## src/rtl/gpio_irq_pkg.sv

```systemverilog
package gpio_irq_pkg;
    localparam int NPINS  = 32;
    localparam int HALF   = NPINS / 2;
    localparam int ADDR_W = 3;
    localparam int CODE_W = 2;

    typedef logic [NPINS-1:0] pinvec_t;

    typedef enum logic [ADDR_W-1:0] {
        REG_DATA = 3'd0,
        REG_DIR  = 3'd1,
        REG_PAD  = 3'd2,
        REG_CFGL = 3'd3,
        REG_CFGH = 3'd4,
        REG_MASK = 3'd5,
        REG_STAT = 3'd6,
        REG_ESEL = 3'd7
    } reg_sel_t;

    typedef enum logic [CODE_W-1:0] {
        TRG_LOW  = 2'd0,
        TRG_HIGH = 2'd1,
        TRG_RISE = 2'd2,
        TRG_FALL = 2'd3
    } trig_t;

    typedef struct packed {
        logic [CODE_W*NPINS-1:0] cfg;
        pinvec_t                 data;
        pinvec_t                 dir;
        pinvec_t                 mask;
        pinvec_t                 esel;
    } ctrl_t;

    function automatic logic pin_hit(input trig_t code, input logic anyedge,
                                     input logic cur, input logic prev);
        logic h;
        if (anyedge) begin
            h = cur ^ prev;
        end else begin
            case (code)
                TRG_LOW:  h = !cur;
                TRG_HIGH: h = cur;
                TRG_RISE: h = cur & !prev;
                default:  h = !cur & prev;
            endcase
        end
        return h;
    endfunction
endpackage

```

## src/rtl/gpio_sync.sv

```systemverilog
module gpio_sync #(
    parameter int W = 32
) (
    input  logic         clk,
    input  logic         rst,
    input  logic [W-1:0] async_i,
    output logic [W-1:0] cur_o,
    output logic [W-1:0] prev_o
);
    logic [W-1:0] meta_q, sync_q, prev_q;

    always_ff @(posedge clk) begin
        if (rst) begin
            meta_q <= '0;
            sync_q <= '0;
            prev_q <= '0;
        end else begin
            meta_q <= async_i;
            sync_q <= meta_q;
            prev_q <= sync_q;
        end
    end

    assign cur_o  = sync_q;
    assign prev_o = prev_q;
endmodule

```

## src/rtl/gpio_detect.sv

```systemverilog
module gpio_detect
    import gpio_irq_pkg::*;
(
    input  logic [CODE_W*NPINS-1:0] cfg_i,
    input  pinvec_t                 esel_i,
    input  pinvec_t                 cur_i,
    input  pinvec_t                 prev_i,
    output pinvec_t                 hit_o
);
    for (genvar i = 0; i < NPINS; i++) begin : g_pin
        assign hit_o[i] = pin_hit(trig_t'(cfg_i[CODE_W*i +: CODE_W]),
                                  esel_i[i], cur_i[i], prev_i[i]);
    end
endmodule

```

## src/rtl/gpio_regfile.sv

```systemverilog
module gpio_regfile
    import gpio_irq_pkg::*;
(
    input  logic              clk,
    input  logic              rst,
    input  logic              wr_en,
    input  logic [ADDR_W-1:0] addr,
    input  pinvec_t           wdata,
    output ctrl_t             ctrl_o
);
    ctrl_t ctrl_q;

    always_ff @(posedge clk) begin
        if (rst) begin
            ctrl_q <= '0;
        end else if (wr_en) begin
            case (reg_sel_t'(addr))
                REG_DATA: ctrl_q.data <= wdata;
                REG_DIR:  ctrl_q.dir  <= wdata;
                REG_CFGL: ctrl_q.cfg[NPINS-1:0] <= wdata;
                REG_CFGH: ctrl_q.cfg[2*NPINS-1:NPINS] <= wdata;
                REG_MASK: ctrl_q.mask <= wdata;
                REG_ESEL: ctrl_q.esel <= wdata;
                default:  ;
            endcase
        end
    end

    assign ctrl_o = ctrl_q;
endmodule

```

## src/rtl/gpio_status.sv

```systemverilog
module gpio_status
    import gpio_irq_pkg::*;
(
    input  logic    clk,
    input  logic    rst,
    input  pinvec_t set_i,
    input  pinvec_t clr_i,
    output pinvec_t status_o
);
    pinvec_t st_q;

    always_ff @(posedge clk) begin
        if (rst) st_q <= '0;
        else     st_q <= (st_q & ~clr_i) | set_i;
    end

    assign status_o = st_q;
endmodule

```

## src/rtl/gpio_irq_ctrl.sv

```systemverilog
module gpio_irq_ctrl
    import gpio_irq_pkg::*;
(
    input  logic              clk,
    input  logic              rst,
    input  logic              wr_en,
    input  logic [ADDR_W-1:0] addr,
    input  logic [NPINS-1:0]  wdata,
    output logic [NPINS-1:0]  rdata,
    input  logic [NPINS-1:0]  pad_in,
    output logic [NPINS-1:0]  pad_out,
    output logic [NPINS-1:0]  pad_oe,
    output logic              irq_lo,
    output logic              irq_hi
);
    ctrl_t   ctrl;
    pinvec_t cur, prev, hit, clr, status_q, pend;

    gpio_regfile u_regs (
        .clk(clk), .rst(rst), .wr_en(wr_en), .addr(addr),
        .wdata(wdata), .ctrl_o(ctrl)
    );

    gpio_sync #(.W(NPINS)) u_sync (
        .clk(clk), .rst(rst), .async_i(pad_in), .cur_o(cur), .prev_o(prev)
    );

    gpio_detect u_det (
        .cfg_i(ctrl.cfg), .esel_i(ctrl.esel), .cur_i(cur), .prev_i(prev),
        .hit_o(hit)
    );

    assign clr = (wr_en && reg_sel_t'(addr) == REG_STAT) ? wdata : '0;

    gpio_status u_stat (
        .clk(clk), .rst(rst), .set_i(hit), .clr_i(clr), .status_o(status_q)
    );

    always_comb begin
        case (reg_sel_t'(addr))
            REG_DATA: rdata = ctrl.data;
            REG_DIR:  rdata = ctrl.dir;
            REG_PAD:  rdata = cur;
            REG_CFGL: rdata = ctrl.cfg[NPINS-1:0];
            REG_CFGH: rdata = ctrl.cfg[2*NPINS-1:NPINS];
            REG_MASK: rdata = ctrl.mask;
            REG_STAT: rdata = status_q;
            default:  rdata = ctrl.esel;
        endcase
    end

    assign pend    = status_q & ctrl.mask;
    assign irq_lo  = |pend[HALF-1:0];
    assign irq_hi  = |pend[NPINS-1:HALF];
    assign pad_out = ctrl.data;
    assign pad_oe  = ctrl.dir;
endmodule

```

## config.mk

```make
export PLATFORM = sky130hd
export DESIGN_NAME = gpio_irq_ctrl
export DESIGN_NICKNAME = d
export VERILOG_FILES = /design/src/rtl/gpio_irq_pkg.sv /design/src/rtl/gpio_sync.sv /design/src/rtl/gpio_detect.sv /design/src/rtl/gpio_regfile.sv /design/src/rtl/gpio_status.sv /design/src/rtl/gpio_irq_ctrl.sv
export SDC_FILE = /design/constraint.sdc
export NUM_CORES = 1
export LEC_CHECK = 0
export BUFFER_PORTS_ARGS = -buffer_cell sky130_fd_sc_hd__buf_2
export CORE_MARGIN = 8
export CORE_UTILIZATION = 35
export CTS_CLUSTER_SIZE = 14
export DETAILED_ROUTE_END_ITERATION = 6
export GPL_TIMING_DRIVEN = 0
export SYNTH_ARGS = -nofsm -noshare
export SYNTH_HDL_FRONTEND = slang
export SYNTH_SLANG_ARGS = --single-unit
```

## constraint.sdc

```tcl
create_clock -name clk -period 1.97 [get_ports clk]
set_input_delay 0.4925 -clock clk [delete_from_list [all_inputs] [get_ports clk]]
set_output_delay 0.4925 -clock clk [all_outputs]
set_load 0.03 [all_outputs]
```

Yosys cells after proc, flatten, opt, wreduce, memory -nomap -nowiden
Index checks and enable logic that the tools add are counted.
W data, S select, Z words.
{"block": "totals", "elab_cells": 353, "in_bits": 70, "ff_bits": 320}
{"block": "classes", "n_bitwise": 100, "n_eq_ne": 71, "mux": 66, "reduce_logical": 106}
{"operator": "$pmux W32 S7", "count": 1}
{"operator": "$pmux W1 S3", "count": 32}
{"operator": "$and A1 B1 Y1", "count": 64}
{"operator": "$and A32 B32 Y32", "count": 2}
{"operator": "$eq A2 B1 Y1 const B", "count": 32}
{"operator": "$eq A2 B2 Y1 const B", "count": 32}
{"operator": "$logic_not A1 Y1", "count": 64}
{"operator": "$logic_not A2 Y1", "count": 32}
{"operator": "$mux W1", "count": 32}
{"operator": "$mux W32", "count": 1}
{"operator": "$not A32 Y32", "count": 1}
{"operator": "$or A32 B32 Y32", "count": 1}
{"operator": "$reduce_or A16 Y1", "count": 2}
{"operator": "$xor A1 B1 Y1", "count": 32}
{"operator": "$eq A3 B3 Y1 const B", "count": 4}
{"operator": "$reduce_and A2 Y1", "count": 6}
{"operator": "$eq A3 B2 Y1 const B", "count": 2}
{"operator": "$eq A3 B1 Y1 const B", "count": 1}
{"operator": "$logic_not A3 Y1", "count": 1}
{"operator": "$logic_and A1 B1 Y1", "count": 1}

Depth between registers and ports, before layout
{"block": "logic_depth", "ltp_word": 6, "ltp_mapped": 7, "ltp_nobuf": 6}

By module
A second synthesis with hierarchy kept.
{"block": "hier_totals", "cells_unflattened": 1646, "hier_area_um2": 15931.5}
{"module": "gpio_regfile", "cells_each": 665, "area_each_um2": 7489.7, "seq_area_each_um2": 3843.7, "instances": 1}
{"module": "gpio_sync", "cells_each": 202, "area_each_um2": 2600.0, "seq_area_each_um2": 1921.8, "instances": 1}
{"module": "gpio_detect", "cells_each": 320, "area_each_um2": 2482.4, "seq_area_each_um2": 0.0, "instances": 1}
{"module": "gpio_irq_ctrl", "cells_each": 328, "area_each_um2": 2204.6, "seq_area_each_um2": 0.0, "instances": 1}
{"module": "gpio_status", "cells_each": 131, "area_each_um2": 1154.9, "seq_area_each_um2": 640.6, "instances": 1}

Least setup slack after synthesis
No wires, ideal clock.
{"block": "synth_path", "path_kind": "input to output", "start": "in addr[2]", "end": "out rdata[25]", "path_buffers": 3, "required_time_ns": 1.477, "stages": 6, "arrival_time_ns": 1.914, "path_slack_ns": -0.437, "cell_sequence": "buf_6 -> buf_6 -> buf_6 -> o21ai_0 -> a32o_1 -> o21ai_0"}
{"block": "synth_between", "elab_chain_len": 2, "elab_cells_between_ends": 8, "classes_between": "eq/ne (6); mux (1); reduce/logical (1)"}
{"item": "start, declared", "line_no": "gpio_irq_ctrl.sv:7", "source": "input logic [ADDR_W-1:0] addr,"}
{"item": "$eq A3 B3 Y1 (tied with other cells)", "line_no": "gpio_irq_ctrl.sv:40", "source": "case (reg_sel_t'(addr))"}
{"item": "$pmux W32 S7 (*)", "line_no": "gpio_irq_ctrl.sv:40"}
{"item": "end, declared", "line_no": "gpio_irq_ctrl.sv:9", "source": "output logic [NPINS-1:0] rdata,"}
Every way passes the cells marked *; elsewhere a longest branch is shown, timed or not.

Worst setup path after layout
{"block": "layout_path", "start": "in addr[2]", "end": "out rdata[23]"}
The elaborated chain is that of the path after synthesis.

==> impl_metrics.json <==
{
  "max_cap_viol_count": 0,
  "met3_usage_pct": 5.98,
  "h-tree-depth": 2,
  "io_pins": 168,
  "critical_path.max_fanout": 8,
  "drt_pass1_iterations": 7,
  "clock-root-buffer": "clkbuf_16",
  "wl_per_cell_um": 24.3,
  "num-fill-cells": 4155,
  "cts_buffers": 39,
  "worst_clock_skew_ns": 0.0298,
  "synth-edff-count": 0,
  "final_util_pct": 47.5,
  "critPathCaptureType": "primary output",
  "max_stage_delay_ns": 0.39,
  "cp_common_cell": "buf_12",
  "worst_slew_pin_slew_ns": 1.03,
  "critical_path_class": "input port to primary output",
  "cts.path.max_buffers": 3,
  "ys_seq_area_share_pct": 42.2,
  "netlist_area_um2": 15200,
  "grt_usage_pct": 25.8,
  "drc": 3,
  "slew_violations": 0,
  "clkTransAtPathRegs_ns": 0.06,
  "clkLatencyLatePin_ns": 0.57,
  "grt_overflow_total": 0,
  "hold_buffers": 0,
  "grt_pass1_wl_mm": 96.5,
  "synthFlopType": "dfxtp_1",
  "ys_ff_latch": 320,
  "io_buffer_count": 166,
  "slew_headroom_pct": 31.2,
  "fmaxAchievable_mhz": 421,
  "hp-class": "input port to flop",
  "die_area_um2": 50300,
  "async_flop_share_pct": 0,
  "finalCriticalPeriod_ns": 2.38,
  "drt_wl_total_mm": 67.1,
  "fin_ws_ns": -0.406,
  "vias": 15100,
  "synth.avg_cell_area_um2": 8.05,
  "status": "finished, violations left",
  "ir_worst_vdd_uv": 583,
  "antenna_found_initial": 1,
  "rsz0062_at_grt": "true",
  "cp_slowest_cell": "a222oi_1",
  "cp.arrival_ns": 1.88,
  "nets": 2283,
  "rows": 76,
  "vias_per_cell": 5.47,
  "crit_chain": "buf_12 > buf_12 > buf_12 > buf_12 > o21ai_2 > nand2_2 > a222oi_1 > a21oi_2 > buf_6",
  "cts_sinks": 320,
  "worst_setup_path_start_kind": "input port",
  "violations": "design-rule violations, negative setup slack",
  "grt_pass1_vias": 14800,
  "ant_nets": 0,
  "layout_commonest_cell": "nand2_1",
  "die_h_um": 224,
  "met2_usage_pct": 40.2,
  "syn2layout_area_growth_pct": 34.3,
  "detailedPlacementHpwl_mm": 46.7,
  "final_hold_viol_count": 0,
  "drt_iter0_drc": 1889,
  "coreArea_um2": 43000,
  "leakage_nw": 8.09,
  "die_x_um": 224,
  "period_share_pct": 121,
  "whs_ns": 0.135,
  "mostFrequentLayoutCells": "nand2_1, dfxtp_1, a21oi_1",
  "yosys.cell_types.count": 42,
  "power_density_nw_per_um2": 816,
  "setup_viol_count_final": 37,
  "initial_core_util_pct": 35.3,
  "cts_tree": "built",
  "grtUsageMet1_pct": 32.0,
  "gp_congestion": 0.948,
  "critPathRequiredTime_ns": 1.48,
  "grt_max_degree": 13,
  "grt-busiest-layer": "met2",
  "syn_nets": 2020,
  "ys_warn_count": 0,
  "layout-drive-gt1-share_pct": 27.5,
  "postSynthCellCount": 1886
}
-- through the flow --
stage | instances | cell area [um2] | setup slack, ns | TNS (ns) | power, W
CTS | 2755 | 20100 | -0.393 | -11.28 | 0.0166
detailed placement | 2637 | 17300 | -1.11 | -110.74 | 0.00887
floorplan | 1886 | 15700 | -0.105 | -1.74 | 0.00807
finish | 2761 | 20400 | -0.406 | -11.27 | 0.0166
global placement | 2637 | 17300 | -1.10 | -100.34 | 0.00883
global route | 2760 | 20400 | -0.454 | -12.27 | 0.0171
-- cells in the mapped netlist, types with 6 or more instances --
cell | number | area (um2)
inv_1 | 82 | 308
a21oi_1 | 256 | 1280
mux2i_1 | 40 | 400
nor2b_1 | 102 | 638
a31oi_1 | 15 | 93.8
nor3_1 | 15 | 75.1
buf_6 | 8 | 90.1
buf_2 | 41 | 205
a211oi_1 | 17 | 128
o22a_1 | 8 | 70.1
nand3_1 | 6 | 30.0
nand3b_1 | 14 | 105
dfxtp_1 | 320 | 6410
nor2_1 | 87 | 327
mux2_2 | 9 | 101
a22oi_1 | 18 | 135
buf_4 | 74 | 556
ha_1 | 64 | 801
o21ai_0 | 25 | 125
a22o_1 | 8 | 70.1
a211o_1 | 16 | 140
a221oi_1 | 8 | 70.1
a222oi_1 | 21 | 210
o2bb2ai_1 | 13 | 114
nand2_1 | 492 | 1850
o221ai_1 | 14 | 123
clkbuf_1 | 47 | 176
nand2b_1 | 32 | 200
mux4_2 | 7 | 158
-- layer usage --
metal / share of wire, % / up-vias / wire [um]
met2: 45 / 874 / 30000
met3: 9.9 / 247 / 6660
met4: 6.4 / 0 / 4310
li1: - / 6802 / -
met1: 39 / 7190 / 26100
met5: 0 / - / 0
-- timing repair --
| action | in CTS | in global routing |
|---|---|---|
| buffers inserted | 49 | 5 |
| gates resized for setup | 276 | 73 |
| gates cloned | 5 | 2 |
| endpoints found under the setup margin | 35 | 60 |
| pin swaps | 72 | 45 |
-- worst paths after layout --
kind / startpoint / cells after the start / endpoint / slack (ns)
worst max-delay path: addr[2] / 9 / rdata[23] / -0.41
worst min-delay path: pad_in[22] / 2 / u_sync.meta_q[22]$_SDFF_PP0_ / 0.13
worst max register to register: u_sync.cur_o[25]$_SDFF_PP0_ / 6 / u_stat.status_o[25]$_SDFF_PP0_ / 0.52
worst min register to register: u_sync.meta_q[11]$_SDFF_PP0_ / 1 / u_sync.cur_o[11]$_SDFF_PP0_ / 0.43
-- where the power goes --
part | internal, W | switching (W) | leakage (nW)
combinational | 0.000916 | 0.00137 | 4.81
clock | 0.00448 | 0.00294 | 0.644
sequential | 0.00668 | 0.000249 | 2.63
total | 0.0121 | 0.00455 | 8.09
-- logic make-up after synthesis --
kind of cell	synth area share (%)
AND/OR/NAND/NOR	21.9
AO/OA/AOI/OAI	17.3
flip-flops	42.2
buffers and inverters	8.89
adder cells (fa/ha/maj)	5.27
multiplexers	4.34
XOR/XNOR	0.115
-- critical path: cells and delay by family --
family,cells,cell delay [ns]
AO/OA/AOI/OAI,3,0.59
buffers and inverters,5,0.72
AND/OR/NAND/NOR,1,0.07
-- registers in the layout, indices dropped and copies added, names as in the netlist --
| signal | count |
|---|---|
| u_stat.status_o | 32 |
| u_sync.cur_o | 32 |
| u_regs.ctrl_o | 192 |
| u_sync.prev_o | 32 |
| u_sync.meta_q | 32 |
-- area by class of cell --
| class | count | area, um2 | area share [%] |
|---|---|---|---|
| diodes | 1 | 2.50 | 0.0123 |
| plain buffers | 173 | 1430 | 7.00 |
| clock buffers | 57 | 1170 | 5.72 |
| clock inverters | 10 | 131 | 0.644 |
| inverters | 82 | 312 | 1.53 |
| multi-input cells | 1310 | 8380 | 41.1 |
| flip-flops and latches | 320 | 6480 | 31.8 |
| well taps | 585 | 732 | 3.59 |
| repair buffers | 223 | 1770 | 8.67 |
(Power assumes the default switching activity.)
